--- src/rtl/mwe_pkg.sv ---
package mwe_pkg;

   typedef enum logic [1:0] {
      OPC_EXT   = 2'b00,
      OPC_WRITE = 2'b01,
      OPC_READ  = 2'b10,
      OPC_ERASE = 2'b11
   } opc_e;

   typedef enum logic [1:0] {
      EXT_LOCK   = 2'b00,
      EXT_FILL   = 2'b01,
      EXT_CLRALL = 2'b10,
      EXT_UNLOCK = 2'b11
   } ext_e;

   typedef enum logic [2:0] {
      PG_NONE,
      PG_WRITE,
      PG_ERASE,
      PG_CLRALL,
      PG_FILL
   } pg_op_e;

   typedef enum logic [2:0] {
      RX_IDLE,
      RX_OPC,
      RX_ADDR,
      RX_DATA,
      RX_READ,
      RX_HOLD
   } rx_st_e;

endpackage

--- src/rtl/mwe_rx.sv ---
module mwe_rx
   import mwe_pkg::*;
#(
   parameter int WORD_W = 16,
   parameter int DEPTH  = 128
) (
   input  logic                      clk,
   input  logic                      rst_n,
   input  logic                      cs,
   input  logic                      sk_rise,
   input  logic                      di,
   input  logic                      org,
   input  logic                      busy,
   input  logic [WORD_W-1:0]         rd_data,
   output logic [$clog2(DEPTH):0]    rd_addr,
   output logic                      rd_bit,
   output logic                      rd_oe,
   output logic                      unlock,
   output logic                      lock,
   output logic                      req_valid,
   output pg_op_e                    req_op,
   output logic [$clog2(DEPTH):0]    req_addr,
   output logic [WORD_W-1:0]         req_data,
   output logic                      start_seen
);
   localparam int IW     = $clog2(DEPTH);
   localparam int BA_W   = IW + 1;
   localparam int AL16   = IW + 1;
   localparam int AL8    = IW + 2;
   localparam int BYTE_W = WORD_W / 2;
   localparam int CW     = $clog2(AL8 + WORD_W);
   localparam int BW     = $clog2(WORD_W);

   rx_st_e            st;
   opc_e              opc;
   logic [CW-1:0]     cnt;
   logic [AL8-1:0]    ash;
   logic [WORD_W-1:0] dsh;
   logic [BW-1:0]     bidx;

   logic [CW-1:0]     alen_m1;
   logic [CW-1:0]     dlen_m1;
   logic [BW-1:0]     bidx_top;
   logic [AL8-1:0]    ash_n;
   logic [WORD_W-1:0] dsh_n;
   logic [BA_W-1:0]   waddr;
   logic [1:0]        top2;
   logic [BA_W-1:0]   rd_next;

   always_comb begin
      alen_m1  = org ? CW'(AL16 - 1) : CW'(AL8 - 1);
      dlen_m1  = org ? CW'(WORD_W - 1) : CW'(BYTE_W - 1);
      bidx_top = org ? BW'(WORD_W - 1) : BW'(BYTE_W - 1);
      ash_n    = {ash[AL8-2:0], di};
      dsh_n    = {dsh[WORD_W-2:0], di};
      waddr    = org ? {1'b0, ash_n[IW-1:0]} : ash_n[IW:0];
      top2     = org ? ash_n[AL16-1 -: 2] : ash_n[AL8-1 -: 2];
      rd_next  = rd_addr + 1'b1;
      if (org) begin
         rd_next[IW] = 1'b0;
      end
   end

   assign start_seen = cs && sk_rise && di && !busy && (st == RX_IDLE);

   always_ff @(posedge clk or negedge rst_n) begin
      if (!rst_n) begin
         st        <= RX_IDLE;
         opc       <= OPC_EXT;
         cnt       <= '0;
         ash       <= '0;
         dsh       <= '0;
         bidx      <= '0;
         rd_addr   <= '0;
         rd_bit    <= 1'b0;
         rd_oe     <= 1'b0;
         unlock    <= 1'b0;
         lock      <= 1'b0;
         req_valid <= 1'b0;
         req_op    <= PG_NONE;
         req_addr  <= '0;
         req_data  <= '0;
      end else begin
         unlock <= 1'b0;
         lock   <= 1'b0;
         if (!cs) begin
            st        <= RX_IDLE;
            rd_oe     <= 1'b0;
            req_valid <= 1'b0;
         end else if (sk_rise) begin
            case (st)
               RX_IDLE: begin
                  if (di && !busy) begin
                     st  <= RX_OPC;
                     cnt <= '0;
                  end
               end
               RX_OPC: begin
                  opc <= opc_e'({opc[0], di});
                  if (cnt == CW'(1)) begin
                     st  <= RX_ADDR;
                     cnt <= '0;
                     ash <= '0;
                  end else begin
                     cnt <= cnt + 1'b1;
                  end
               end
               RX_ADDR: begin
                  ash <= ash_n;
                  if (cnt == alen_m1) begin
                     cnt <= '0;
                     dsh <= '0;
                     case (opc)
                        OPC_READ: begin
                           rd_addr <= waddr;
                           bidx    <= bidx_top;
                           rd_bit  <= 1'b0;
                           rd_oe   <= 1'b1;
                           st      <= RX_READ;
                        end
                        OPC_WRITE: begin
                           req_op   <= PG_WRITE;
                           req_addr <= waddr;
                           st       <= RX_DATA;
                        end
                        OPC_ERASE: begin
                           req_op    <= PG_ERASE;
                           req_addr  <= waddr;
                           req_valid <= 1'b1;
                           st        <= RX_HOLD;
                        end
                        default: begin
                           case (ext_e'(top2))
                              EXT_UNLOCK: begin
                                 unlock <= 1'b1;
                                 st     <= RX_HOLD;
                              end
                              EXT_LOCK: begin
                                 lock <= 1'b1;
                                 st   <= RX_HOLD;
                              end
                              EXT_CLRALL: begin
                                 req_op    <= PG_CLRALL;
                                 req_valid <= 1'b1;
                                 st        <= RX_HOLD;
                              end
                              default: begin
                                 req_op <= PG_FILL;
                                 st     <= RX_DATA;
                              end
                           endcase
                        end
                     endcase
                  end else begin
                     cnt <= cnt + 1'b1;
                  end
               end
               RX_DATA: begin
                  dsh <= dsh_n;
                  if (cnt == dlen_m1) begin
                     req_data  <= dsh_n;
                     req_valid <= 1'b1;
                     st        <= RX_HOLD;
                  end else begin
                     cnt <= cnt + 1'b1;
                  end
               end
               RX_READ: begin
                  rd_bit <= rd_data[bidx];
                  if (bidx == '0) begin
                     bidx    <= bidx_top;
                     rd_addr <= rd_next;
                  end else begin
                     bidx <= bidx - 1'b1;
                  end
               end
               default: begin
               end
            endcase
         end
      end
   end

   // while streaming a read the output stays enabled
   p_read_drives_r3: assert property (@(posedge clk) disable iff (!rst_n)
      (st == RX_READ) |-> rd_oe);

   // an idle receiver never enables read data
   p_idle_quiet_r2: assert property (@(posedge clk) disable iff (!rst_n)
      (st == RX_IDLE) |-> !rd_oe);

   // a request is only pending inside a completed frame
   p_req_in_hold_r13: assert property (@(posedge clk) disable iff (!rst_n)
      req_valid |-> (st == RX_HOLD));

endmodule

--- config.mk ---
export PLATFORM = sky130hd
export DESIGN_NAME = mwe_rx
export DESIGN_NICKNAME = d
export VERILOG_FILES = /design/src/rtl/mwe_pkg.sv /design/src/rtl/mwe_rx.sv
export SDC_FILE = /design/constraint.sdc
export NUM_CORES = 1
export LEC_CHECK = 0
export BUFFER_PORTS_ARGS = -buffer_cell sky130_fd_sc_hd__buf_2
export CORE_MARGIN = 3
export CORE_UTILIZATION = 51
export CTS_CLUSTER_DIAMETER = 200
export DETAILED_ROUTE_END_ITERATION = 7
export GPL_TIMING_DRIVEN = 0
export MAX_ROUTING_LAYER = met4
export PLACE_DENSITY = 0.76
export SLEW_MARGIN = 20
export SYNTH_ARGS = -nofsm -noshare
export SYNTH_HDL_FRONTEND = slang
export SYNTH_SLANG_ARGS = --single-unit
--- constraint.sdc ---
create_clock -name clk -period 1.81 [get_ports clk]
set_input_delay 0 -clock clk [delete_from_list [all_inputs] [get_ports clk]]
set_output_delay 0 -clock clk [all_outputs]
set_load 0.1 [all_outputs]
### Word-level counts from Yosys, hierarchy flattened

Index checks and enable logic that the tools add are counted.

| word-level totals | value |
|---|---|
| logic and storage cells | 144 |
| output and inout bits | 41 |
| flip-flop bits (word level) | 77 |

| cells by class | value |
|---|---|
| reduce and logical (&&, ||, !) cells | 30 |
| eq/ne operators | 31 |
| order comparisons | 1 |
| $add $sub $neg | 3 |
| bitwise operators | 1 |
| multiplexer cells | 63 |

Operators with widths:

| cell | number |
|---|---|
| 2-to-1 mux 8 bit | 5 |
| case mux 8 bit (2 select lines) | 2 |
| case mux 15 bit (2 select lines) | 1 |
| 2-to-1 mux 1 bit | 26 |
| 2-to-1 mux 4 bit | 6 |
| AND reduction 6 bit | 4 |
| 2-to-1 mux 3 bit | 7 |
| 2-to-1 mux 5 bit | 4 |
| case mux 5 bit (4 select lines) | 1 |
| case mux 3 bit (3 select lines) | 2 |
| AND reduction 4 bit | 4 |
| 2-to-1 mux 15 bit | 1 |
| AND reduction 5 bit | 3 |
| != test 2 x 1 -> 1 bit, second input constant | 6 |
| != test 3 bit, second input constant | 4 |
| case mux 3 bit (4 select lines) | 1 |
| equality test 5 x 4 -> 1 bit | 2 |
| adder 8 x 1 -> 8 bit, second input constant | 1 |
| equality test 2 bit, second input constant | 4 |
| != test 2 bit, second input constant | 4 |
| case mux 4 bit (2 select lines) | 1 |
| equality test 3 x 2 -> 1 bit, second input constant | 2 |
| != test 3 x 1 -> 1 bit, second input constant | 2 |
| case mux 1 bit (2 select lines) | 3 |
| 24 further kinds | 33 |

### Longest topological paths before layout

| depth | value |
|---|---|
| depth after elaboration | 9 |
| mapped depth | 9 |

### Least setup slack after synthesis

Ideal clock, no wire load.

| timing path | value |
|---|---|
| path kind | reg-to-output |
| start point | register st[0] |
| end point | output port start_seen |
| data required time | 1.810 ns |
| slack | -1.766 ns |
| stages on the path, launching flop included | 4 |
| arrival | 3.576 ns |
| cells stage by stage | dfrtp_1 -> buf_2 -> buf_2 -> nor4_1 |

| on the way | value |
|---|---|
| longest elaborated chain between the ends | 2 |

RTL lines:

| what | line | source |
|---|---|---|
| start, declared | mwe_rx.sv:34 | `rx_st_e st;` |
| start signal, assigned | mwe_rx.sv:68 | `st <= RX_IDLE;` |
| start signal, assigned | mwe_rx.sv:87 | `st <= RX_IDLE;` |
| start signal, assigned | mwe_rx.sv:94 | `st <= RX_OPC;` |
| logical NOT 3 bit | mwe_rx.sv:64 | `assign start_seen = cs && sk_rise && di && !busy && (st == RX_IDLE);` |
| logical AND 1 bit | mwe_rx.sv:64 |  |
| end, declared | mwe_rx.sv:24 | `output logic start_seen` |

Every way passes these cells.

### Worst setup path in the final report

| timing path | value |
|---|---|
| start point | register cnt[2] |
| end point | register req_op[1] |

| on the way | value |
|---|---|
| longest elaborated chain between the ends | 2 |

RTL lines:

| what | line | source |
|---|---|---|
| start, declared | mwe_rx.sv:36 | `logic [CW-1:0] cnt;` |
| start signal, assigned | mwe_rx.sv:105 | `cnt <= cnt + 1'b1;` |
| start signal, assigned | mwe_rx.sv:155 | `cnt <= cnt + 1'b1;` |
| start signal, assigned | mwe_rx.sv:165 | `cnt <= cnt + 1'b1;` |
| equality test 5 x 4 -> 1 bit | mwe_rx.sv:110 | `if (cnt == alen_m1) begin` |
| AND reduction 6 bit (no line) | - |  |
| end signal, assigned | mwe_rx.sv:122 | `req_op <= PG_WRITE;` |
| end signal, assigned | mwe_rx.sv:127 | `req_op <= PG_ERASE;` |
| end signal, assigned | mwe_rx.sv:143 | `req_op <= PG_CLRALL;` |
| end, declared | mwe_rx.sv:21 | `output pg_op_e req_op,` |

Every way passes these cells.
A chain may end at the register's enable or synchronous reset.

==> metrics.cfg <==
[outcome]
outcome=finished with violations
violations=negative setup slack

[floorplan]
die_area_um2=8990
rows=31
core_area_um2=7450
die_h_um=94.8
io_pins=64
start_util_pct=54.0
die_w_um=94.8

[timing]
tightest_slew_ns=0.522
maxSlewViolCount=0
finalHoldViolations=0
max_freq_mhz=516
relSlewSlack_pct=65.2
setup_violations=49
setup_slack_ns=-0.127
whs_ns=0.0122
fin_skew_ns=0.00820
layout_min_cycle_time_ns=1.94
rsz0062_at_grt=yes
post-route-period-util_pct=107

[yosys]
synth_top_area_cell=dfrtp_1
synth_area_leaders=dfrtp_1 48%, mux2_2 6.2%, o21ai_0 4.2%
yosys.area_share.adder_pct=3.73
yosys.area.top_type_share_pct=47.9
synth_xor_area_share_pct=0.218
synth-compound-area-share_pct=14.4
synth-async-reset-ratio_pct=100
yosys-top-cells-count=77 x dfrtp_1, 34 x o21ai_0, 31 x inv_1, 28 x nand3_1, 22 x mux2_2
synth_nets=408
ys_seq_elements=77
yosys.area_share.simple_pct=15.0
ys_seq_area_share_pct=47.9
yosys_warnings=0
syn_area_per_cell_um2=10.8
synth.area.mux_share_pct=12.7
synth-edff-count=0
synth_top_family_by_area=simple AND/OR/NAND/NOR gates
synth.most_common_cell=dfrtp_1
synthFlopType=dfrtp_1
syn-cell-area_um2=4030
syn_inst=373
synth.distinct_cells=64

[critical_path]
worst-path-max-fanout=5
worstSetupStartpointType=flop
critPathKind=flop to flop
end_kind=flop
critPathArrivalTime_ns=2.18
crit_path_max_incr_delay_ns=0.39
required_ns=2.05
crit_chain=buf_6, nor3_4, a32o_2, nand2_2, or3_4, mux2_4
cp_slowest_cell=dfrtp_1

[clock_tree]
max-clock-path-buffers=2
cts-root-buf=clkbuf_8
clk_pin_slew_ns=0.09
numCtsBuffers=9
clk_latency_ns=0.35
cts.sinks=77
cts_tree=yes
ctsHtreeMaxLevel=3

[placement]
dpl.hpwl_um=6030
place.gp.congestion=0.880
io_buffers=62

[job]
maxCapViolations=0

[grt]
grt_use_total_pct=21.8
grt_max_degree=57
antenna_found_initial=0
grt_overflow=0
grt_pass1_vias=3253
grt_pass1_wl_um=15000

[routing]
drt_iter0_markers=146
viasPerCell=5.69
dr.pass1.iters=4
drc_errors=0
postRouteAntennaNets=0
routedWlPerCell_um=16.2
route.vias.total=3233
wl_um=9210

[pwr]
cellPowerDensity_nw_per_um2=776
irDropWorstVdd_uv=430
power.static_leakage_uw=0.00248

[final_layout]
drive_gt1_share_pct=42.6
final_util_pct=69.9
num_antenna_cells=0
nets=499
synthToLayoutAreaGrowth_pct=29.3

[min_path]
hold_path.class=primary input to flop

kinds of logic (layout without fill, tap and decap cells):
| kind of cell | after synthesis | in the layout |
|---|---|---|
| compound gates | 86 | 86 |
| xor+xnor | 1 | 1 |
| fa+ha+maj | 12 | 12 |
| buf+inv | 51 | 147 |
| flops | 77 | 77 |
| mux | 41 | 41 |
| simple gates | 105 | 105 |
per-layer routing:
layer / up-vias / global-route usage (%) / wire (µm)
met5: - / - / 0
met4: 0 / 7.33 / 159
met3: 19 / 4.14 / 395
met2: 77 / 37.3 / 4710
met1: 1615 / 25.9 / 3940
li1: 1522 / - / -
sequential cells by signal (all words and copies together), names as in the netlist:
signal and flops:
ash 8, bidx 4, cnt 5, dsh 15, lock 1, opc 2
rd_addr 8, rd_bit 1, rd_oe 1, req_addr 8, req_data 16, req_op 3
req_valid 1, st 3, unlock 1
critical path: cells and delay by family, from the launching register on:
kind                   cells  cell delay [ns]
AND/OR/NAND/NOR            3             0.67
flip-flops                 1             0.39
AO/OA/AOI/OAI              1             0.31
multiplexers               1             0.31
buffers and inverters      1             0.13
per-stage QoR:
step / setup TNS, ns / instances / total power (µW) / setup WS, ns / instance area (µm²)
final: -2.07 / 568 / 4040 / -0.127 / 5200
after CTS: -0.714 / 562 / 4000 / -0.0875 / 5020
after detailed placement: -5.62 / 535 / 2530 / -0.183 / 4520
after floorplan: 0 / 373 / 2350 / 0.0414 / 4050
after global placement: -3.51 / 534 / 2500 / -0.157 / 4490
after global routing: -5.78 / 568 / 4240 / -0.188 / 5200
area by class of cell:
| cell class | count | area, µm² |
|---|---|---|
| Clock inverter | 7 | 78.8 |
| Clock buffer | 9 | 124 |
| Timing Repair Buffer | 82 | 533 |
| Multi-Input combinational cell | 245 | 2120 |
| Fill cell | 533 | 2240 |
| Sequential cell | 77 | 1940 |
| Buffer | 18 | 165 |
| Inverter | 31 | 116 |
| Tap cell | 99 | 124 |
cells in the final DEF (no fill, tap or decap), types with 3 or more instances in the layout:
cell / netlist / layout
dlygate4sd3_1: 0 / 3
buf_12: 0 / 3
buf_2: 6 / 64
mux2_2: 22 / 11
nand2b_1: 5 / 4
o21ai_2: 1 / 4
ha_1: 12 / 11
inv_1: 31 / 31
mux2_4: 7 / 18
o21ai_0: 34 / 18
and2_1: 5 / 5
nand3_2: 0 / 3
dfrtp_2: 0 / 10
a22o_1: 8 / 8
o21ai_1: 1 / 12
dfrtp_1: 77 / 67
nor2_1: 16 / 15
nand3_1: 28 / 24
inv_6: 0 / 5
nor3_1: 5 / 4
and3_1: 6 / 5
buf_4: 0 / 15
a31oi_1: 3 / 3
a22oi_1: 5 / 4
buf_6: 6 / 8
clkbuf_8: 0 / 9
mux4_2: 3 / 3
a21oi_1: 9 / 7
nand2_1: 16 / 16
mux2i_1: 9 / 8
worst paths after layout:
kind	to	slack, ns	cells past startpoint	from
max	req_op[1]	-0.13	6	cnt[2]
min	dsh[0]	0.01	3	di
max reg2reg	req_op[1]	-0.13	6	cnt[2]
min reg2reg	req_op[1]	0.51	1	req_op[1]
max in group asynchronous	cnt[2]	1.16	3	rst_n
min in group asynchronous	bidx[3]	0.09	2	rst_n
repair_timing:
action	CTS	global route
gates cloned	0	2
endpoints found under the setup margin	69	64
pin swaps	12	6
hold endpoints to repair	79	0
setup buffers	10	4
hold buffers	3	0
resized for setup	50	46
report_power, final:
part / internal (µW) / switching, µW / total (µW)
clock: 659 / 697 / 1360
sequential: 1800 / 128 / 1930
combinational: 344 / 412 / 757
total: 2800 / 1240 / 4040
(Power assumes the default switching activity.)
